## src/rtl/fevq_pkg.sv

```systemverilog
// Shared types and constants for the function event queue.
// Assumes: record fields sized for 32-bit IDs/handles and 64-bit addresses.
package fevq_pkg;
    localparam int FID_W  = 32;
    localparam int FH_W   = 32;
    localparam int PEC_W  = 16;
    localparam int ADDR_W = 64;
    localparam int QUAL_W = 32;
    localparam int CC_W   = 2;
    localparam int NT_W   = 8;
    localparam int LEN_W  = 16;

    localparam logic [CC_W-1:0] CC_ERROR = 2'd1;
    localparam logic [CC_W-1:0] CC_AVAIL = 2'd2;
    localparam logic [NT_W-1:0] NT_CODE  = 8'd2;

    localparam logic [PEC_W-1:0] PEC_RSV_TO_STBY = 16'h0301;
    localparam logic [PEC_W-1:0] PEC_STBY_TO_CFG = 16'h0302;
    localparam logic [PEC_W-1:0] PEC_CFG_TO_STBY = 16'h0303;
    localparam logic [PEC_W-1:0] PEC_STBY_TO_RSV = 16'h0304;

    typedef struct packed {
        logic [CC_W-1:0]   cc;
        logic [FID_W-1:0]  fid;
        logic [FH_W-1:0]   fh;
        logic [PEC_W-1:0]  pec;
        logic [ADDR_W-1:0] faddr;
        logic [QUAL_W-1:0] qual;
    } fevq_rec_t;

    typedef enum logic [2:0] {
        SQ_IDLE, SQ_ATTACH_A, SQ_ATTACH_B, SQ_DETACH_A, SQ_DETACH_B
    } fevq_seq_e;
endpackage

```

## src/rtl/fevq_store.sv

```systemverilog
// Circular record store with a pop-before-push rule.
// Assumes: at most one push and one pop per cycle; the memory itself is not reset.
module fevq_store
    import fevq_pkg::*;
#(
    parameter int DEPTH = 16
) (
    input  logic      clk,
    input  logic      rst_n,
    input  logic      push,
    input  fevq_rec_t push_rec,
    input  logic      pop,
    output fevq_rec_t head_rec,
    output logic      empty,
    output logic      pop_ok,
    output logic      push_ok,
    output logic      dropped
);
    localparam int AW = (DEPTH > 1) ? $clog2(DEPTH) : 1;
    localparam int CW = $clog2(DEPTH + 1);
    localparam logic [AW-1:0] LAST = AW'(DEPTH - 1);
    localparam logic [CW-1:0] FULLC = CW'(DEPTH);

    fevq_rec_t mem [DEPTH];
    logic [AW-1:0] wr_ptr, rd_ptr;
    logic [CW-1:0] cnt;

    // Accept/reject decisions; a same-cycle pop makes room first.
    always_comb begin
        empty    = (cnt == '0);
        pop_ok   = pop && !empty;
        push_ok  = push && ((cnt != FULLC) || pop_ok);
        dropped  = push && !push_ok;
        head_rec = mem[rd_ptr];
    end

    // Record storage write.
    always_ff @(posedge clk) begin
        if (push_ok) mem[wr_ptr] <= push_rec;
    end

    // Pointer and occupancy update.
    always_ff @(posedge clk) begin
        if (!rst_n) begin
            wr_ptr <= '0;
            rd_ptr <= '0;
            cnt    <= '0;
        end else begin
            if (push_ok) wr_ptr <= (wr_ptr == LAST) ? '0 : wr_ptr + 1'b1;
            if (pop_ok)  rd_ptr <= (rd_ptr == LAST) ? '0 : rd_ptr + 1'b1;
            cnt <= cnt + CW'(push_ok) - CW'(pop_ok);
        end
    end
endmodule

```

## src/rtl/fevq_hp_seq.sv

```systemverilog
// Attach/detach sequencer: turns plug/unplug commands into ordered
// availability records and tracks the function's ID, handle and state.
// Assumes: hold is high when another producer owns the store port.
module fevq_hp_seq
    import fevq_pkg::*;
(
    input  logic             clk,
    input  logic             rst_n,
    input  logic             plug_req,
    input  logic             unplug_req,
    input  logic             deconfig_req,
    input  logic [FID_W-1:0] plug_fid,
    input  logic [FH_W-1:0]  plug_fh,
    input  logic             hold,
    output logic             emit,
    output fevq_rec_t        emit_rec,
    output logic [FID_W-1:0] fn_fid,
    output logic [FH_W-1:0]  fn_fh,
    output logic             fn_configured,
    output logic             busy
);
    fevq_seq_e state;
    logic [PEC_W-1:0] pec_sel;

    // Event code for the current step of the chain.
    always_comb begin
        unique case (state)
            SQ_ATTACH_A: pec_sel = PEC_RSV_TO_STBY;
            SQ_ATTACH_B: pec_sel = PEC_STBY_TO_CFG;
            SQ_DETACH_A: pec_sel = PEC_CFG_TO_STBY;
            SQ_DETACH_B: pec_sel = PEC_STBY_TO_RSV;
            default:     pec_sel = '0;
        endcase
        busy     = (state != SQ_IDLE);
        emit     = busy && !hold;
        emit_rec = '{cc: CC_AVAIL, fid: fn_fid, fh: fn_fh, pec: pec_sel,
                     faddr: '0, qual: '0};
    end

    // Command acceptance in idle and chain advance when the port is free.
    always_ff @(posedge clk) begin
        if (!rst_n) begin
            state         <= SQ_IDLE;
            fn_fid        <= '0;
            fn_fh         <= '0;
            fn_configured <= 1'b0;
        end else if (state == SQ_IDLE) begin
            if (plug_req) begin
                fn_fid        <= plug_fid;
                fn_fh         <= plug_fh;
                fn_configured <= 1'b1;
                state         <= SQ_ATTACH_A;
            end else if (unplug_req) begin
                state <= fn_configured ? SQ_DETACH_A : SQ_DETACH_B;
            end else if (deconfig_req) begin
                fn_configured <= 1'b0;
            end
        end else if (emit) begin
            unique case (state)
                SQ_ATTACH_A: state <= SQ_ATTACH_B;
                SQ_ATTACH_B: state <= SQ_IDLE;
                SQ_DETACH_A: begin
                    fn_configured <= 1'b0;
                    state         <= SQ_DETACH_B;
                end
                SQ_DETACH_B: begin
                    fn_fid <= '0;
                    fn_fh  <= '0;
                    state  <= SQ_IDLE;
                end
                default: state <= SQ_IDLE;
            endcase
        end
    end
endmodule

```

## src/rtl/fevq_resp.sv

```systemverilog
// Pop response formatter: registers the head record with fixed header
// fields, or a failure status with empty payload when nothing was held.
// Assumes: head is valid whenever pop_ok is high.
module fevq_resp
    import fevq_pkg::*;
#(
    parameter int RESP_LEN = 64
) (
    input  logic             clk,
    input  logic             rst_n,
    input  logic             pop,
    input  logic             pop_ok,
    input  fevq_rec_t        head,
    output logic             resp_valid,
    output logic             resp_status,
    output logic [NT_W-1:0]  resp_nt,
    output logic [LEN_W-1:0] resp_len,
    output fevq_rec_t        resp_rec
);
    localparam logic [LEN_W-1:0] LEN_C = LEN_W'(RESP_LEN);

    // Capture one response per pop request.
    always_ff @(posedge clk) begin
        if (!rst_n) begin
            resp_valid  <= 1'b0;
            resp_status <= 1'b0;
            resp_nt     <= '0;
            resp_len    <= '0;
            resp_rec    <= '0;
        end else begin
            resp_valid <= pop;
            if (pop) begin
                resp_status <= !pop_ok;
                resp_nt     <= pop_ok ? NT_CODE : '0;
                resp_len    <= pop_ok ? LEN_C : '0;
                resp_rec    <= pop_ok ? head : '0;
            end
        end
    end
endmodule

```

## src/rtl/fn_event_queue.sv

```systemverilog
// Function event notification queue top: arbitrates error pushes against
// the attach/detach sequencer, stores records FIFO, raises a notify pulse
// per stored record, keeps a sticky overflow flag and formats pops.
// Assumes: error pushes take priority; the sequencer waits on a clash.
module fn_event_queue
    import fevq_pkg::*;
#(
    parameter int DEPTH    = 16,
    parameter int RESP_LEN = 64
) (
    input  logic              clk,
    input  logic              rst_n,
    input  logic              err_push,
    input  logic [FID_W-1:0]  err_fid,
    input  logic [FH_W-1:0]   err_fh,
    input  logic [PEC_W-1:0]  err_pec,
    input  logic [ADDR_W-1:0] err_faddr,
    input  logic [QUAL_W-1:0] err_qual,
    input  logic              plug_req,
    input  logic              unplug_req,
    input  logic              deconfig_req,
    input  logic [FID_W-1:0]  plug_fid,
    input  logic [FH_W-1:0]   plug_fh,
    input  logic              pop_req,
    output logic              have_event,
    output logic              notify,
    output logic              overflow,
    output logic              resp_valid,
    output logic              resp_status,
    output logic [CC_W-1:0]   resp_cc,
    output logic [NT_W-1:0]   resp_nt,
    output logic [LEN_W-1:0]  resp_len,
    output logic [FID_W-1:0]  resp_fid,
    output logic [FH_W-1:0]   resp_fh,
    output logic [PEC_W-1:0]  resp_pec,
    output logic [ADDR_W-1:0] resp_faddr,
    output logic [QUAL_W-1:0] resp_qual,
    output logic [FID_W-1:0]  fn_fid,
    output logic [FH_W-1:0]   fn_fh,
    output logic              fn_configured,
    output logic              seq_busy
);
    fevq_rec_t err_rec, seq_rec, push_rec, head_rec, resp_rec;
    logic seq_emit, push, empty, pop_ok, push_ok, dropped;

    fevq_hp_seq u_seq (
        .clk(clk), .rst_n(rst_n),
        .plug_req(plug_req), .unplug_req(unplug_req),
        .deconfig_req(deconfig_req),
        .plug_fid(plug_fid), .plug_fh(plug_fh),
        .hold(err_push),
        .emit(seq_emit), .emit_rec(seq_rec),
        .fn_fid(fn_fid), .fn_fh(fn_fh),
        .fn_configured(fn_configured), .busy(seq_busy)
    );

    // Store-port arbitration: the error producer wins.
    always_comb begin
        err_rec  = '{cc: CC_ERROR, fid: err_fid, fh: err_fh, pec: err_pec,
                     faddr: err_faddr, qual: err_qual};
        push     = err_push || seq_emit;
        push_rec = err_push ? err_rec : seq_rec;
    end

    fevq_store #(.DEPTH(DEPTH)) u_store (
        .clk(clk), .rst_n(rst_n),
        .push(push), .push_rec(push_rec), .pop(pop_req),
        .head_rec(head_rec), .empty(empty),
        .pop_ok(pop_ok), .push_ok(push_ok), .dropped(dropped)
    );

    fevq_resp #(.RESP_LEN(RESP_LEN)) u_resp (
        .clk(clk), .rst_n(rst_n),
        .pop(pop_req), .pop_ok(pop_ok), .head(head_rec),
        .resp_valid(resp_valid), .resp_status(resp_status),
        .resp_nt(resp_nt), .resp_len(resp_len), .resp_rec(resp_rec)
    );

    // Notify pulse per stored record and sticky overflow on a drop.
    always_ff @(posedge clk) begin
        if (!rst_n) begin
            notify   <= 1'b0;
            overflow <= 1'b0;
        end else begin
            notify   <= push_ok;
            overflow <= overflow || dropped;
        end
    end

    // Output unpacking.
    always_comb begin
        have_event = !empty;
        resp_cc    = resp_rec.cc;
        resp_fid   = resp_rec.fid;
        resp_fh    = resp_rec.fh;
        resp_pec   = resp_rec.pec;
        resp_faddr = resp_rec.faddr;
        resp_qual  = resp_rec.qual;
    end
endmodule

```

## config.mk

```make
export PLATFORM = sky130hd
export DESIGN_NAME = fn_event_queue
export DESIGN_NICKNAME = d
export VERILOG_FILES = /design/src/rtl/fevq_pkg.sv /design/src/rtl/fevq_store.sv /design/src/rtl/fevq_hp_seq.sv /design/src/rtl/fevq_resp.sv /design/src/rtl/fn_event_queue.sv
export SDC_FILE = /design/constraint.sdc
export NUM_CORES = 2
export LEC_CHECK = 0
export BUFFER_PORTS_ARGS = -buffer_cell sky130_fd_sc_hd__buf_2
export CORE_AREA = 2 2 741 669
export CTS_CLUSTER_SIZE = 30
export DETAILED_ROUTE_END_ITERATION = 10
export DIE_AREA = 0 0 743 671
export SLEW_MARGIN = 20
export SYNTH_ARGS = -nofsm -noshare
export SYNTH_HDL_FRONTEND = slang
export SYNTH_HIERARCHICAL = 1
export SYNTH_SLANG_ARGS = --single-unit
```

## constraint.sdc

```tcl
create_clock -name clk -period 29 [get_ports clk]
set_input_delay 5.8 -clock clk [delete_from_list [all_inputs] [get_ports clk]]
set_output_delay 5.8 -clock clk [all_outputs]
set_load 0.005 [all_outputs]
```

==> reports/metrics.cfg <==
[setup_path]
r2r-end = u_resp/resp_rec[112]$_SDFFE_PN0P_
crit_top_cell = buf_4
cp_cell_sequence = buf_8, buf_4, or2_2, o21a_1, nand2_1, nor2_4, buf_4, buf_4
endpoint_kind = flip-flop
cp_top_family = buffers and inverters
critPathArrivalTime_ns = 9.74
worst-path-buf-inv = 4
cp.required_ns = 29.52
reg2reg_depth = 10
cp_max_fo = 50
path_class = in -> reg
cpPeakStageDelay_ns = 0.84
critPathLaunchType = primary input
critPathSlowestCell = buf_4
rrSetupSlack_ns = 23.15

[floorplanning]
ioPinCount = 520
rows = 244
die_h_microns = 671
dieArea_sq_um = 499000
core_sq_um = 490000
start_util_pct = 25.0
dieWidth_microns = 743

[synth]
netlist_area_sq_um = 122000
synth_enable_flop_cells = 2848
synthFlopType = edfxtp_1
synthCells = 5849
yosysWarnings = 6
postSynth.asyncResetShare_pct = 0
ys_seq_elements = 3116
synth_area_per_cell_sq_um = 20.9
seq_area_frac_synth_pct = 74.3
synth_cell_type_count = 61

[finish]
areaGrowthSynthToFinish_pct = 15.5
fillers = 47700
nNetsFinal = 6595
multi_input_area_sq_um = 28400
drive_gt1_share_pct = 31.6
seq_area_sq_um = 90900
fin_util_pct = 28.8

[global_route]
grt_max_degree = 138
grt_pass1_wl_microns = 456000
antenna_found_initial = 41
use_met3_pct = 2.49
grt_overflow = 0
grtUsageMet1_pct = 16.3
busiest_layer = met2
grt_use_total_pct = 12.6
grt_util_met2_pct = 21.2
grt_pass1_vias = 60900

[power_and_ir_drop]
p_switching_w = 0.00276
power.internal_w = 0.00817
p_leak_nw = 44.0
seqPwrFrac_pct = 48.0
p_comb_share_pct = 15.2
p_sw_share_pct = 25.3
pwr-share-clk_pct = 36.8
cellPowerDensity_nw_per_um2 = 77.4
ir_worst_vdd_mv = 0.0564

[cts]
path_clk_slew_ns = 0.06
clk_latency_ns = 0.96
cts_resized = 0
cts.sinks = 3116
cts-root-buf = clkbuf_16
htree_num_levels = 5
cts_hold_buf = 0
cts_setup_buffers = 0
clk_path_buf_depth = 4
cts_tree = yes
numCtsBuffers = 313

[worst_hold_path]
hp-start = overflow$_SDFF_PN0_
min_path_type = reg -> reg
hold_depth = 1
whs_endpoint = overflow$_SDFF_PN0_

[sta]
clock_skew_ns = 0.129
maxSlewHeadroom_pct = 18.6
finalSetupViolations = 0
drv_slew = 0
fin_crit_ns = 9.22
finalCritPeriodShare_pct = 31.8
fin_tns_setup_ns = 0
fmax_mhz = 108
rsz0062_at_grt = no
hold_ws_ns = 0.459
hold_viol = 0
worstMarginPinSlew_ns = 1.22

[routing]
ant_nets = 0
first_pass_iters = 5
vias = 59100
vias_per_cell = 4.51
post-route-drc-count = 0
routedWlPerCell_microns = 24.6
drtIter0Drc = 5971
routed_wl_microns = 323000

[status]
outcome = finished clean

[placed_design]
place_congestion = 0.748
portBuffers = 497
dp_hpwl_microns = 191000

[run]
cap_violations = 0

## power groups by stage
stage,logic [W],clock network [W],registers [W]
after floorplan,0.00118,0,0.00536
after global placement,0.00169,0,0.00533
after detailed placement,0.00171,0,0.00534
after CTS,0.00172,0.00412,0.00525
after global routing,0.00179,0.00429,0.00526
final,0.00167,0.00402,0.00524
## sequential cells by signal, indices dropped and copies added (netlist names), named ones only
name,cells
u_store/wr_ptr,4
u_resp/resp_nt,1
overflow,1
u_store/mem,2848
u_seq/state,3
notify,1
u_store/rd_ptr,4
u_resp/resp_status,1
u_seq/fn_fh,32
u_seq/fn_fid,32
u_store/cnt,5
u_resp/resp_rec,178
u_seq/fn_configured,1
u_resp/resp_valid,1
## stage by stage
step	total power [W]	setup slack [ns]	cell area, sq um	instances
global placement	0.00702	18.52	131000	12500
finish	0.0109	19.78	141000	13100
detailed placement	0.00706	18.81	131000	12500
floorplan	0.00654	9.26	123000	5977
global route	0.0113	19.61	141000	13100
CTS	0.0111	19.81	141000	13100
## kinds of logic after synthesis
group,synth area share [%]
buffers and inverters,3.01
XOR/XNOR,0.0358
adder cells (fa/ha/maj),0.129
other,0.00920
AND/OR/NAND/NOR,2.76
multiplexers,17.5
flip-flops,74.3
AO/OA/AOI/OAI,2.26
## routing by layer
metal | vias up | routed length [microns]
li1 | 24800 | -
met1 | 31700 | 133000
met2 | 2171 | 158000
met3 | 481 | 22400
met4 | 12 | 10100
met5 | - | 78
## Yosys cell counts, types with 2 or more instances
| cell type | instances | area [sq um] |
|---|---|---|
| buf_6 | 45 | 507 |
| o221ai_1 | 18 | 158 |
| o21a_1 | 2 | 15.0 |
| xnor2_1 | 4 | 35.0 |
| clkbuf_1 | 80 | 300 |
| dfxtp_1 | 268 | 5370 |
| edfxtp_1 | 2848 | 85500 |
| ha_1 | 11 | 138 |
| and2_1 | 7 | 43.8 |
| o21ai_0 | 74 | 370 |
| a211oi_1 | 59 | 443 |
| mux4_2 | 804 | 18100 |
| a21oi_1 | 137 | 686 |
| mux2_2 | 76 | 856 |
| o22ai_1 | 9 | 56.3 |
| nand3_1 | 2 | 10.0 |
| clkbuf_2 | 9 | 45.0 |
| o21ai_1 | 169 | 846 |
| nand2_1 | 198 | 743 |
| mux2_4 | 100 | 1500 |
| nand3b_1 | 179 | 1340 |
| buf_2 | 165 | 826 |
| buf_1 | 19 | 71.3 |
| buf_4 | 249 | 1870 |
| nor2_1 | 15 | 56.3 |
| mux2i_1 | 96 | 961 |
| a21boi_1 | 2 | 15.0 |
| nand4b_1 | 65 | 569 |
| conb_1 | 3 | 11.3 |
| a21o_1 | 2 | 15.0 |
| nor3_1 | 7 | 35.0 |
| o211ai_1 | 4 | 30.0 |
| o21ai_2 | 3 | 26.3 |
| inv_1 | 16 | 60.1 |
| nor2b_1 | 67 | 419 |
| a31oi_1 | 3 | 18.8 |
| nand2b_1 | 9 | 56.3 |
| or2_2 | 2 | 12.5 |
## layout by cell type, fill, tap and decap left out, drive strengths merged, types with 3 or more instances in the layout
cell type	count
nand2	199
nor2b	67
conb	131
mux4	804
ha	11
xnor2	4
o221ai	18
a211oi	59
and2	7
mux2i	96
buf	610
nand3b	179
o21ai	246
o22ai	9
dfxtp	268
diode	14
bufinv	27
nand2b	9
inv	38
nor2	17
nor3	8
clkinvlp	20
clkinv	112
edfxtp	2848
a31oi	3
mux2	176
a21oi	137
a21boi	3
clkbuf	386
o211ai	4
nand4b	65
## area by class of cell
| type | count | share of cell area, % |
|---|---|---|
| antenna | 14 | 0.0248 |
| sequential | 3116 | 64.4 |
| clock inverter | 179 | 1.28 |
| timing repair buffer | 611 | 2.53 |
| multi-input combinational | 2276 | 20.1 |
| tap | 6519 | 5.77 |
| clock buffer | 385 | 5.88 |
| inverter | 18 | 0.0540 |
## worst max path at each step
stage	depth (start not counted)	from	slack [ns]	end
finish	8	err_push	19.78	u_store/mem[6][147]$_DFFE_PP_
global route	8	err_push	19.61	u_store/mem[6][152]$_DFFE_PP_
CTS	8	err_push	19.81	u_store/mem[8][152]$_DFFE_PP_
detailed placement	8	err_push	18.81	u_store/mem[8][147]$_DFFE_PP_
global placement	7	err_push	18.52	u_store/mem[7][63]$_DFFE_PP_
floorplan	8	err_push	9.26	u_store/mem[0][0]$_DFFE_PP_
No activity file was read; power rests on OpenSTA's default activity.
